==> config.mk <==
export PLATFORM = sky130hd
export DESIGN_NAME = daisy_readback_seq
export DESIGN_NICKNAME = d
export VERILOG_FILES = /design/src/rtl/daisy_seq_pkg.sv /design/src/rtl/dr_frame_builder.sv /design/src/rtl/dr_slot_pick.sv /design/src/rtl/dr_spi_shifter.sv /design/src/rtl/daisy_readback_seq.sv
export SDC_FILE = /design/constraint.sdc
export NUM_CORES = 1
export LEC_CHECK = 0
export BUFFER_PORTS_ARGS = -buffer_cell sky130_fd_sc_hd__buf_2
export CAP_MARGIN = 10
export CORE_UTILIZATION = 40
export DETAILED_ROUTE_END_ITERATION = 8
export PLACE_DENSITY = 0.66
export SKIP_LAST_GASP = 1
export SLEW_MARGIN = 0
export SYNTH_ARGS = -nofsm -noshare
export SYNTH_HDL_FRONTEND = slang
export SYNTH_SLANG_ARGS = --single-unit
==> constraint.sdc <==
create_clock -name clk -period 2.9 [get_ports clk]
set_clock_uncertainty 0.05 [all_clocks]
set_input_delay 0.29 -clock clk [delete_from_list [all_inputs] [get_ports clk]]
set_output_delay 0.29 -clock clk [all_outputs]
set_load 0.01 [all_outputs]
==> src/rtl/daisy_seq_pkg.sv <==
package daisy_seq_pkg;
  localparam int CMD_W = 24;
  localparam logic [CMD_W-1:0] NOP_CMD  = 24'h00033C;
  localparam logic [CMD_W-1:0] READ_CMD = 24'h850000;

  typedef enum logic [1:0] {FK_WRITE, FK_READ, FK_NOP} frame_kind_e;

  typedef enum logic [3:0] {
    SQ_IDLE, SQ_WR_GO, SQ_WR_WAIT, SQ_PICK,
    SQ_RQ_GO, SQ_RQ_WAIT, SQ_CP_GO, SQ_CP_WAIT, SQ_FIN
  } seq_state_e;

  typedef enum logic [1:0] {SH_IDLE, SH_SHIFT, SH_GAP} shift_state_e;
endpackage

==> src/rtl/dr_frame_builder.sv <==
module dr_frame_builder import daisy_seq_pkg::*; #(
  parameter int N_DEV = 5,
  parameter int IDX_W = 3
) (
  input  frame_kind_e                 kind,
  input  logic [N_DEV*CMD_W-1:0]      wr_frame,
  input  logic [IDX_W-1:0]            target,
  output logic [N_DEV*CMD_W-1:0]      frame
);
  for (genvar s = 0; s < N_DEV; s++) begin : g_slot
    always_comb begin
      unique case (kind)
        FK_WRITE: frame[s*CMD_W +: CMD_W] = wr_frame[s*CMD_W +: CMD_W];
        FK_READ:  frame[s*CMD_W +: CMD_W] = (target == IDX_W'(s)) ? READ_CMD : NOP_CMD;
        default:  frame[s*CMD_W +: CMD_W] = NOP_CMD;
      endcase
    end
  end
endmodule

==> src/rtl/dr_slot_pick.sv <==
module dr_slot_pick import daisy_seq_pkg::*; #(
  parameter int N_DEV = 5,
  parameter int IDX_W = 3
) (
  input  logic [N_DEV-1:0]            pend,
  input  logic [N_DEV*CMD_W-1:0]      rx_frame,
  input  logic [IDX_W-1:0]            sel,
  output logic                        any_pend,
  output logic [IDX_W-1:0]            first_idx,
  output logic [CMD_W-1:0]            sel_word
);
  always_comb begin
    first_idx = '0;
    for (int i = N_DEV-1; i >= 0; i--) begin
      if (pend[i]) first_idx = IDX_W'(i);
    end
    any_pend = |pend;
  end

  always_comb begin
    sel_word = '0;
    for (int i = 0; i < N_DEV; i++) begin
      if (sel == IDX_W'(i)) sel_word = rx_frame[i*CMD_W +: CMD_W];
    end
  end
endmodule

==> src/rtl/dr_spi_shifter.sv <==
module dr_spi_shifter import daisy_seq_pkg::*; #(
  parameter int FRAME_W = 120,
  parameter int DIV_W   = 8,
  parameter int GAP_CYC = 4
) (
  input  logic               clk,
  input  logic               rst,
  input  logic               launch,
  input  logic [FRAME_W-1:0] tx_frame,
  input  logic [DIV_W-1:0]   half_div,
  input  logic               miso,
  output logic               ready,
  output logic               frame_done,
  output logic [FRAME_W-1:0] rx_frame,
  output logic               sclk,
  output logic               cs_n,
  output logic               mosi
);
  localparam int BC_W = $clog2(FRAME_W);
  localparam int GC_W = $clog2(GAP_CYC + 1);

  shift_state_e       st;
  logic [FRAME_W-1:0] sr;
  logic [BC_W-1:0]    bitcnt;
  logic [DIV_W-1:0]   ph;
  logic [DIV_W-1:0]   half_q;
  logic [GC_W-1:0]    gapcnt;

  assign ready = (st == SH_IDLE);

  always_ff @(posedge clk) begin
    if (rst) begin
      st         <= SH_GAP;
      gapcnt     <= '0;
      sr         <= '0;
      rx_frame   <= '0;
      bitcnt     <= '0;
      ph         <= '0;
      half_q     <= DIV_W'(1);
      sclk       <= 1'b0;
      cs_n       <= 1'b1;
      mosi       <= 1'b0;
      frame_done <= 1'b0;
    end else begin
      frame_done <= 1'b0;
      unique case (st)
        SH_IDLE: begin
          if (launch) begin
            cs_n   <= 1'b0;
            sr     <= tx_frame;
            mosi   <= tx_frame[FRAME_W-1];
            half_q <= (half_div == '0) ? DIV_W'(1) : half_div;
            ph     <= '0;
            bitcnt <= '0;
            sclk   <= 1'b0;
            st     <= SH_SHIFT;
          end
        end
        SH_SHIFT: begin
          if (ph == half_q - 1'b1) begin
            ph <= '0;
            if (!sclk) begin
              sclk     <= 1'b1;
              rx_frame <= {rx_frame[FRAME_W-2:0], miso};
            end else begin
              sclk <= 1'b0;
              if (bitcnt == BC_W'(FRAME_W-1)) begin
                cs_n       <= 1'b1;
                mosi       <= 1'b0;
                frame_done <= 1'b1;
                gapcnt     <= '0;
                st         <= SH_GAP;
              end else begin
                bitcnt <= bitcnt + 1'b1;
                sr     <= {sr[FRAME_W-2:0], 1'b0};
                mosi   <= sr[FRAME_W-2];
              end
            end
          end else begin
            ph <= ph + 1'b1;
          end
        end
        default: begin
          if (gapcnt == GC_W'(GAP_CYC-1)) st <= SH_IDLE;
          else gapcnt <= gapcnt + 1'b1;
        end
      endcase
    end
  end

  // Observation counters for the bus-level properties below
  logic            sclk_q;
  logic [BC_W:0]   rise_cnt;
  logic [GC_W:0]   hi_run;

  always_ff @(posedge clk) begin
    if (rst) begin
      sclk_q   <= 1'b0;
      rise_cnt <= '0;
      hi_run   <= '0;
    end else begin
      sclk_q <= sclk;
      if (cs_n) rise_cnt <= '0;
      else if (sclk && !sclk_q) rise_cnt <= rise_cnt + 1'b1;
      if (!cs_n) hi_run <= '0;
      else if (hi_run < (GC_W+1)'(GAP_CYC)) hi_run <= hi_run + 1'b1;
    end
  end

  assert_sclk_idle_R2: assert property (@(posedge clk) disable iff (rst)
    cs_n |-> !sclk);
  assert_mosi_hold_R2: assert property (@(posedge clk) disable iff (rst)
    (!cs_n && $rose(sclk)) |-> $stable(mosi));
  assert_frame_len_R2: assert property (@(posedge clk) disable iff (rst)
    $rose(cs_n) |-> (rise_cnt == (BC_W+1)'(FRAME_W)));
  assert_cs_gap_R8: assert property (@(posedge clk) disable iff (rst)
    $fell(cs_n) |-> (hi_run >= (GC_W+1)'(GAP_CYC)));
endmodule

==> src/rtl/daisy_readback_seq.sv <==
module daisy_readback_seq import daisy_seq_pkg::*; #(
  parameter int N_DEV   = 5,
  parameter int DIV_W   = 8,
  parameter int GAP_CYC = 4,
  localparam int IDX_W   = (N_DEV > 1) ? $clog2(N_DEV) : 1,
  localparam int FRAME_W = N_DEV * CMD_W
) (
  input  logic               clk,
  input  logic               rst,
  input  logic               start,
  input  logic               do_write,
  input  logic [N_DEV-1:0]   dev_mask,
  input  logic [FRAME_W-1:0] wr_frame,
  input  logic [DIV_W-1:0]   half_div,
  output logic               busy,
  output logic               done,
  output logic               rd_valid,
  output logic [IDX_W-1:0]   rd_index,
  output logic [CMD_W-1:0]   rd_data,
  output logic               sclk,
  output logic               cs_n,
  output logic               mosi,
  input  logic               miso
);
  seq_state_e         st;
  logic [N_DEV-1:0]   pend;
  logic [N_DEV-1:0]   req_q;
  logic [FRAME_W-1:0] wr_q;
  logic [IDX_W-1:0]   cur;

  frame_kind_e        kind;
  logic [FRAME_W-1:0] tx_frame;
  logic [FRAME_W-1:0] rx_frame;
  logic               sh_ready;
  logic               sh_done;
  logic               launch;
  logic               any_pend;
  logic [IDX_W-1:0]   first_idx;
  logic [CMD_W-1:0]   sel_word;

  always_comb begin
    unique case (st)
      SQ_WR_GO: kind = FK_WRITE;
      SQ_RQ_GO: kind = FK_READ;
      default:  kind = FK_NOP;
    endcase
    launch = sh_ready && (st == SQ_WR_GO || st == SQ_RQ_GO || st == SQ_CP_GO);
  end

  dr_frame_builder #(.N_DEV(N_DEV), .IDX_W(IDX_W)) u_build (
    .kind(kind), .wr_frame(wr_q), .target(cur), .frame(tx_frame)
  );

  dr_slot_pick #(.N_DEV(N_DEV), .IDX_W(IDX_W)) u_pick (
    .pend(pend), .rx_frame(rx_frame), .sel(cur),
    .any_pend(any_pend), .first_idx(first_idx), .sel_word(sel_word)
  );

  dr_spi_shifter #(.FRAME_W(FRAME_W), .DIV_W(DIV_W), .GAP_CYC(GAP_CYC)) u_shift (
    .clk(clk), .rst(rst), .launch(launch), .tx_frame(tx_frame),
    .half_div(half_div), .miso(miso), .ready(sh_ready),
    .frame_done(sh_done), .rx_frame(rx_frame),
    .sclk(sclk), .cs_n(cs_n), .mosi(mosi)
  );

  always_ff @(posedge clk) begin
    if (rst) begin
      st       <= SQ_IDLE;
      busy     <= 1'b0;
      done     <= 1'b0;
      rd_valid <= 1'b0;
      rd_index <= '0;
      rd_data  <= '0;
      pend     <= '0;
      req_q    <= '0;
      wr_q     <= '0;
      cur      <= '0;
    end else begin
      done     <= 1'b0;
      rd_valid <= 1'b0;
      unique case (st)
        SQ_IDLE: if (start) begin
          busy  <= 1'b1;
          pend  <= dev_mask;
          req_q <= dev_mask;
          wr_q  <= wr_frame;
          st    <= do_write ? SQ_WR_GO : SQ_PICK;
        end
        SQ_WR_GO:   if (sh_ready) st <= SQ_WR_WAIT;
        SQ_WR_WAIT: if (sh_done)  st <= SQ_PICK;
        SQ_PICK: begin
          if (any_pend) begin
            cur <= first_idx;
            st  <= SQ_RQ_GO;
          end else begin
            st <= SQ_FIN;
          end
        end
        SQ_RQ_GO:   if (sh_ready) st <= SQ_RQ_WAIT;
        SQ_RQ_WAIT: if (sh_done)  st <= SQ_CP_GO;
        SQ_CP_GO:   if (sh_ready) st <= SQ_CP_WAIT;
        SQ_CP_WAIT: if (sh_done) begin
          rd_valid  <= 1'b1;
          rd_index  <= cur;
          rd_data   <= sel_word;
          pend[cur] <= 1'b0;
          st        <= SQ_PICK;
        end
        SQ_FIN: begin
          busy <= 1'b0;
          done <= 1'b1;
          st   <= SQ_IDLE;
        end
        default: st <= SQ_IDLE;
      endcase
    end
  end

  assert_done_pulse_R9: assert property (@(posedge clk) disable iff (rst)
    done |=> !done);
  assert_done_not_busy_R9: assert property (@(posedge clk) disable iff (rst)
    done |-> !busy);
  assert_cs_in_run_R9: assert property (@(posedge clk) disable iff (rst)
    !cs_n |-> busy);
  assert_valid_in_run_R6: assert property (@(posedge clk) disable iff (rst)
    rd_valid |-> (busy && req_q[rd_index]));
  assert_valid_single_R6: assert property (@(posedge clk) disable iff (rst)
    rd_valid |=> !rd_valid);
endmodule

==> results of run 1 <==
[worst min path at each step]
stage | depth (start not counted) | from | to
3_5_place_dp | 2 | u_shift.sr[46]$_SDFFE_PP0P_ | u_shift.sr[46]$_SDFFE_PP0P_
4_1_cts | 2 | rst | wr_q[17]$_SDFFE_PP0P_
3_3_place_gp | 2 | u_shift.rx_frame[119]$_SDFFE_PP0P_ | u_shift.rx_frame[119]$_SDFFE_PP0P_
5_1_grt | 2 | rst | wr_q[18]$_SDFFE_PP0P_
2_1_floorplan | 2 | wr_frame[0] | wr_q[0]$_SDFFE_PP0P_
6_report | 2 | rst | wr_q[17]$_SDFFE_PP0P_
[critical path, stage by stage (launching register included)]
cell and delay, ns:
dfxtp_2 0.37, inv_1 0.06, ha_1 0.26, o21ba_1 0.20
a221o_1 0.35, a22oi_2 0.32, o211ai_4 0.13, buf_12 0.19
a21o_4 0.24, buf_12 0.19, a211oi_1 0.30
[power by group through the flow]
stage	sequential, µW	combinational (µW)	clock (µW)
floorplan	6490	1070	0
finish	6420	1710	6240
global route	6450	1890	6600
detailed placement	6540	1540	0
CTS	6420	1690	6350
global placement	6540	1500	0
[layout make-up]
cell class,count,area [µm²],share of cell area
flip-flops and latches,433,8670,0.370
inverters,115,432,0.0184
multi-input cells,1660,9110,0.389
repair buffers,365,2830,0.121
diodes,1,2.50,0.000107
clock inverters,20,320,0.0137
well taps,607,759,0.0324
clock buffers,66,1300,0.0554
[synthesized netlist by cell type (all sizes together) (5+ instances only)]
master    n  share of area
a211oi  210          0.083
a21oi   277          0.073
a221oi   12         0.0055
a22o     13         0.0060
a22oi    28          0.011
a311o    11         0.0058
a31oi    22         0.0072
buf      63          0.018
clkbuf  168          0.033
dfxtp   433           0.46
ha        5         0.0033
inv     115          0.023
mux2     12         0.0071
mux2i     5         0.0026
mux4     12          0.014
nand2   581           0.11
nand2b   10         0.0033
nand3    94          0.025
nand4     7         0.0023
nor2     89          0.018
nor2b    15         0.0049
nor3     25         0.0066
o211ai   31          0.012
o21ai   119          0.031
o221ai   12         0.0055
o22ai     5         0.0016
o31ai     5         0.0020
or4       6         0.0024
xor2      6         0.0028
[per-layer routing]
metal | wire length, µm | up-vias
met5 | 0 | -
met4 | 1800 | 0
met3 | 2430 | 108
met2 | 25300 | 444
met1 | 24800 | 8603
li1 | - | 8858
[flip-flops by register name, indices dropped and copies added (netlist names), 4 cells and up]
signal	flops
u_shift.ph	8
rd_data	24
st	4
u_shift.rx_frame	120
u_shift.sr	119
u_shift.bitcnt	7
pend	5
wr_q	120
u_shift.half_q	8
[repair_timing]
| action | CTS | global route |
|---|---|---|
| setup buffers | 0 | 1 |
| resized for setup | 0 | 8 |
| endpoints found under the hold margin | 136 | 0 |
| hold buffers | 136 | 0 |
| setup endpoints to repair | 0 | 69 |
[cells by family (layout without fill, tap and decap cells)]
logic type | Yosys count | after routing | synth area share
simple gates | 849 | 849 | 0.185
xor+xnor | 10 | 10 | 0.00460
buf+inv | 346 | 566 | 0.0735
flops | 433 | 433 | 0.455
compound gates | 767 | 767 | 0.255
other cells | 0 | 1 | 0
mux | 29 | 29 | 0.0239
fa+ha+maj | 5 | 5 | 0.00328
[stage by stage]
stage	setup TNS [ns]	instance area, µm²
global route	-0.0298	23400
floorplan	0	19000
global placement	0	20400
CTS	0	23400
detailed placement	0	20400
finish	0	23400
==> results.sh, run 1 <==
export IMPL_clk_pin_slew_worst_paths_ns=0.06
export IMPL_swShare=0.261
export IMPL_yosysWarnings=0
export IMPL_cts_buffers_inserted=47
export IMPL_status="finished, violations left"
export IMPL_synth_edff_count=0
export IMPL_hp_class="primary input to flip-flop"
export IMPL_ir_drop_v=0.000472
export IMPL_drt_wl_total_um=54300
export IMPL_endpoint_kind="flip-flop"
export IMPL_cp_endpoint="u_shift.sr[57]$_SDFFE_PP0P_"
export IMPL_synthDistinctLibCells=58
export IMPL_grt_use_total=0.218
export IMPL_synth_area_per_cell_um2=7.81
export IMPL_use_met2=0.349
export IMPL_cts_num_sinks=433
export IMPL_pin_count=171
export IMPL_ys_seq_elements=433
export IMPL_setup_violations=0
export IMPL_synth_flop_cell="dfxtp_1"
export IMPL_grt_antenna_before_repair=1
export IMPL_comb_power_share=0.119
export IMPL_hold_ws_ns=0.110
export IMPL_startpoint="u_shift.half_q[1]$_SDFFE_PP0P_"
export IMPL_final_hold_viol_count=0
export IMPL_grt_max_degree=161
export IMPL_internal_power_uw=10600
export IMPL_place_hpwl_um=32300
export IMPL_postLayoutCoreUtil=0.501
export IMPL_coreArea_um2=46800
export IMPL_cp_start_kind="flip-flop"
export IMPL_timing_final_crit_share=0.983
export IMPL_via_count=18013
export IMPL_grt_pass1_wl_um=86400
export IMPL_die_w_um=220
export IMPL_die_h_um=220
export IMPL_seq_power_share=0.447
export IMPL_rsz0062_at_grt="yes"
export IMPL_syn_inst=2439
export IMPL_syn_cell_area_um2=19000
export IMPL_report_final_slew_viol_count=0
export IMPL_place_ws_ns=0.0929
export IMPL_regToRegEndpoint="u_shift.sr[57]$_SDFFE_PP0P_"
export IMPL_viasPerCell=5.51
export IMPL_final_nets=2765
export IMPL_path_class="flip-flop to flip-flop"
export IMPL_maxCapViolCount=0
export IMPL_async_reset_ff_frac=0
export IMPL_final_layout_size_suffix_gt1_frac=0.132
export IMPL_violations="design-rule violations"
export IMPL_dieArea_um2=48500
export IMPL_ant_nets=0
export IMPL_regToRegStartpoint="u_shift.half_q[1]$_SDFFE_PP0P_"
export IMPL_worst_slack_ns=0.0496
export IMPL_cts_max_path_buffers=3
export IMPL_max_slew_margin=0.266
export IMPL_clkPwrFrac=0.434
export IMPL_dp_cells=3042
export IMPL_use_met3=0.0329
export IMPL_fillCellCount=4405
export IMPL_drc_errors=12
export IMPL_initial_core_util=0.407
export IMPL_cts_root_buffer="clkbuf_16"
export IMPL_totalPowerFinal_uw=14400
export IMPL_worst_ep_arrival_time_ns=3.29
export IMPL_r2r_cells=10
export IMPL_gp_congestion=0.893
export IMPL_areaGrowthSynthToFinish_pct=23.0
export IMPL_yosysSeqAreaShare=0.455
export IMPL_mostFrequentLayoutCell="nand2_1"
export IMPL_grt_overflow_total=0
export IMPL_worstPathMaxFanout=67
export IMPL_wl_per_cell_um=16.6
export IMPL_fmax_ghz=0.351
export IMPL_clk_latency_ns=0.61
export IMPL_first_pass_iters=7
export IMPL_p_leak_uw=0.00817
export IMPL_first_iter_violations=1572
export IMPL_first_global_vias=16952
export IMPL_p_switching_uw=3750
export IMPL_syn_num_nets=2582
export IMPL_cp_required_ns=3.34
export IMPL_power_density_nw_per_um2=613
export IMPL_worstMarginPinSlew_ns=1.10
export IMPL_period_minus_slack_ns=2.85
export IMPL_instances_no_fill=3267
export IMPL_layout_common_cells="nand2_1, dfxtp_1, a21oi_1"
export IMPL_grt_busiest_layer="met2"
export IMPL_cts_tree="yes"
export IMPL_reg2reg_slack_ns=0.05
export IMPL_htreeDepth=2
export IMPL_fp_row_count=79
export IMPL_io_buffers=170
export IMPL_grtUsageMet1=0.291
No activity file was read; power rests on OpenSTA's default activity.
==> inputs of run 2 (changes only) <==
--- a/config.mk
+++ b/config.mk
@@ -5,6 +5,7 @@
 export SDC_FILE = /design/constraint.sdc
 export NUM_CORES = 1
 export LEC_CHECK = 0
+export ABC_AREA = 1
 export BUFFER_PORTS_ARGS = -buffer_cell sky130_fd_sc_hd__buf_2
 export CAP_MARGIN = 10
 export CORE_UTILIZATION = 40
@@ -15,3 +16,4 @@
 export SYNTH_ARGS = -nofsm -noshare
 export SYNTH_HDL_FRONTEND = slang
 export SYNTH_SLANG_ARGS = --single-unit
+export TNS_END_PERCENT = 50
==> results.sh, run 2 <==
export IMPL_synth_top_cell_area_share=0.459
export IMPL_critPathBufInv=3
export IMPL_drt_wl_total_um=51400
export IMPL_areaGrowthSynthToFinish_pct=20.7
export IMPL_finalInstanceArea_um2=22800
export IMPL_gp_congestion=0.842
export IMPL_io_buffers=170
export IMPL_synth_top_family_by_area="simple AND/OR/NAND/NOR gates"
export IMPL_cp_required_ns=3.32
export IMPL_setup_violations=0
export IMPL_final_layout_size_suffix_gt1_frac=0.103
export IMPL_grt_use_total=0.208
export IMPL_status="finished clean"
export IMPL_synthAdderAreaFrac=0.00331
export IMPL_maxCapViolCount=0
export IMPL_cts_max_path_buffers=3
export IMPL_worst_ep_arrival_time_ns=2.98
export IMPL_die_h_um=219
export IMPL_htreeDepth=2
export IMPL_rsz0062_at_grt="no"
export IMPL_yosysWarnings=0
export IMPL_diodes=0
export IMPL_synth_area_top_cells="dfxtp_1, o21ai_0, nand2_1"
export IMPL_worst_slack_ns=0.339
export IMPL_dieArea_um2=48100
export IMPL_grt_max_degree=150
export IMPL_cts_root_buffer="clkbuf_16"
export IMPL_period_minus_slack_ns=2.56
export IMPL_cp_slowest_cell="dfxtp_1"
export IMPL_pin_count=171
export IMPL_endpoint_kind="flip-flop"
export IMPL_cts_resized=0
export IMPL_yosysSeqAreaShare=0.459
export IMPL_syn_inst=2707
export IMPL_fmax_ghz=0.390
export IMPL_grt_pass1_wl_um=82300
export IMPL_first_global_vias=16447
export IMPL_power_density_nw_per_um2=738
export IMPL_hp_class="primary input to flip-flop"
export IMPL_coreArea_um2=46600
export IMPL_report_final_slew_viol_count=0
export IMPL_cts_setup_buffers=0
export IMPL_ant_nets=0
export IMPL_max_stage_delay_ns=0.33
export IMPL_async_reset_ff_frac=0
export IMPL_worstMarginPinSlew_ns=1.05
export IMPL_reg2reg_slack_ns=0.34
export IMPL_yosysMostFrequentCell="dfxtp_1"
export IMPL_first_pass_iters=5
export IMPL_mostFrequentLayoutCell="dfxtp_1"
export IMPL_fp_row_count=79
export IMPL_multi_input_area_um2=8320
export IMPL_final_hold_viol_count=0
export IMPL_timing_final_crit_share=0.883
export IMPL_worstPathMaxFanout=149
export IMPL_dp_cells=3317
export IMPL_synth_simple_gate_area_frac=0.232
export IMPL_path_class="flip-flop to flip-flop"
export IMPL_initial_core_util=0.405
export IMPL_syn_num_nets=2850
export IMPL_place_ws_ns=0.354
export IMPL_place_hpwl_um=30700
export IMPL_synthMuxAreaShare=0
export IMPL_path_cells="inv_2, ha_1, nand2_1, nor2_1, nand2_1, nand2_1, inv_2, nor2_1, nand3_2, nand2_2, nand4_4, buf_12, o21ai_0, nor2_1"
export IMPL_synth_xor_xnor_area_share=0.00557
export IMPL_postLayoutCoreUtil=0.490
export IMPL_drc_errors=0
export IMPL_register_area_um2=8670
export IMPL_cts_buffers_inserted=47
export IMPL_cts_tree="yes"
export IMPL_cp_top_family="simple AND/OR/NAND/NOR gates"
export IMPL_via_count=18011
export IMPL_instances_no_fill=3523
export IMPL_clk_pin_slew_worst_paths_ns=0.06
export IMPL_grt_antenna_before_repair=0
export IMPL_layout_common_cells="dfxtp_1, nand2_1, nor2_1"
export IMPL_synth_top_area_cell="dfxtp_1"
export IMPL_synth_flop_cell="dfxtp_1"
export IMPL_synth_compound_area_frac=0.198
export IMPL_cts_num_sinks=433
export IMPL_first_iter_violations=1225
export IMPL_synth_edff_count=0
export IMPL_ir_drop_v=0.000778
export IMPL_synth_top_cells_by_count="dfxtp_1, nand2_1, nor2_1"
export IMPL_final_nets=3026
export IMPL_die_w_um=219
export IMPL_cp_start_kind="flip-flop"
export IMPL_syn_cell_area_um2=18900
export IMPL_reg_largest_list="u_shift.rx_frame x120, wr_q x120, u_shift.sr x119"
export IMPL_wl_per_cell_um=14.6
export IMPL_synthDistinctLibCells=36
export IMPL_post_dp_cell_area_um2=20100
export IMPL_viasPerCell=5.11
export IMPL_max_slew_margin=0.300
export IMPL_setup_tns_final_ns=0
export IMPL_p_leak_uw=0.00961
export IMPL_holdBufCountCts=124
export IMPL_fillCellCount=4555
export IMPL_synth_area_per_cell_um2=6.97
export IMPL_clk_latency_ns=0.57
export IMPL_ys_seq_elements=433
export IMPL_grt_overflow_total=0
-- run 2: cell types whose count changed after synthesis, sizes merged, moves of 45 or more --
cell,previous run,this run
nand2,581,416
nor2,89,354
inv,115,289
o21ai,119,324
a211oi,210,27
nand3,94,198
nor3,25,70
-- run 2: final timing paths --
check,start,to,cells past startpoint
worst max register to register,u_shift.half_q[0]$_SDFFE_PP1P_,u_shift.sr[77]$_SDFFE_PP0P_,14
worst max-delay path,u_shift.half_q[0]$_SDFFE_PP1P_,u_shift.sr[77]$_SDFFE_PP0P_,14
worst min register to register,wr_q[57]$_SDFFE_PP0P_,wr_q[57]$_SDFFE_PP0P_,2
worst min-delay path,dev_mask[3],pend[3]$_SDFFE_PP0P_,3
-- run 2: metal layers --
metal,track usage,share of wire,vias to the layer above
met2,0.340,0.46,420
met4,0.0609,0.024,0
li1,-,-,9180
met1,0.280,0.47,8324
met5,0,0,-
met3,0.0331,0.046,87
-- run 2: per-stage QoR --
stage	total power (µW)	hold WS (ns)
4_1_cts	16900	0.00724
3_5_place_dp	11000	0.392
3_3_place_gp	10900	0.385
5_1_grt	17800	0.0305
2_1_floorplan	10000	0.375
6_report	16800	0.0201
-- run 2: power breakdown --
| part | switching [µW] | internal [µW] | leakage (µW) |
|---|---|---|---|
| logic | 2840 | 1270 | 0.00539 |
| clock network | 2420 | 3300 | 0.000712 |
| registers | 330 | 6650 | 0.00351 |
| total | 5600 | 11200 | 0.00961 |
-- run 2: area by class of cell --
cell class,instances,area share
flip-flops and latches,433,0.380
clock buffers,73,0.0612
repair buffers,330,0.109
inverters,290,0.0481
multi-input cells,1781,0.365
well taps,607,0.0333
clock inverters,9,0.00285
-- run 2: tightest hold or removal path, cell delays in order --
cell and delay [ns]:
buf_2 0.09, nand3_1 0.13, a21oi_1 0.08
-- run 2: kinds of logic (layout without fill, tap and decap cells) --
| family | count (synthesis) | count (layout) |
|---|---|---|
| buf+inv | 493 | 702 |
| compound gates | 708 | 708 |
| xor+xnor | 12 | 12 |
| fa+ha+maj | 5 | 5 |
| simple gates | 1056 | 1056 |
| flops | 433 | 433 |
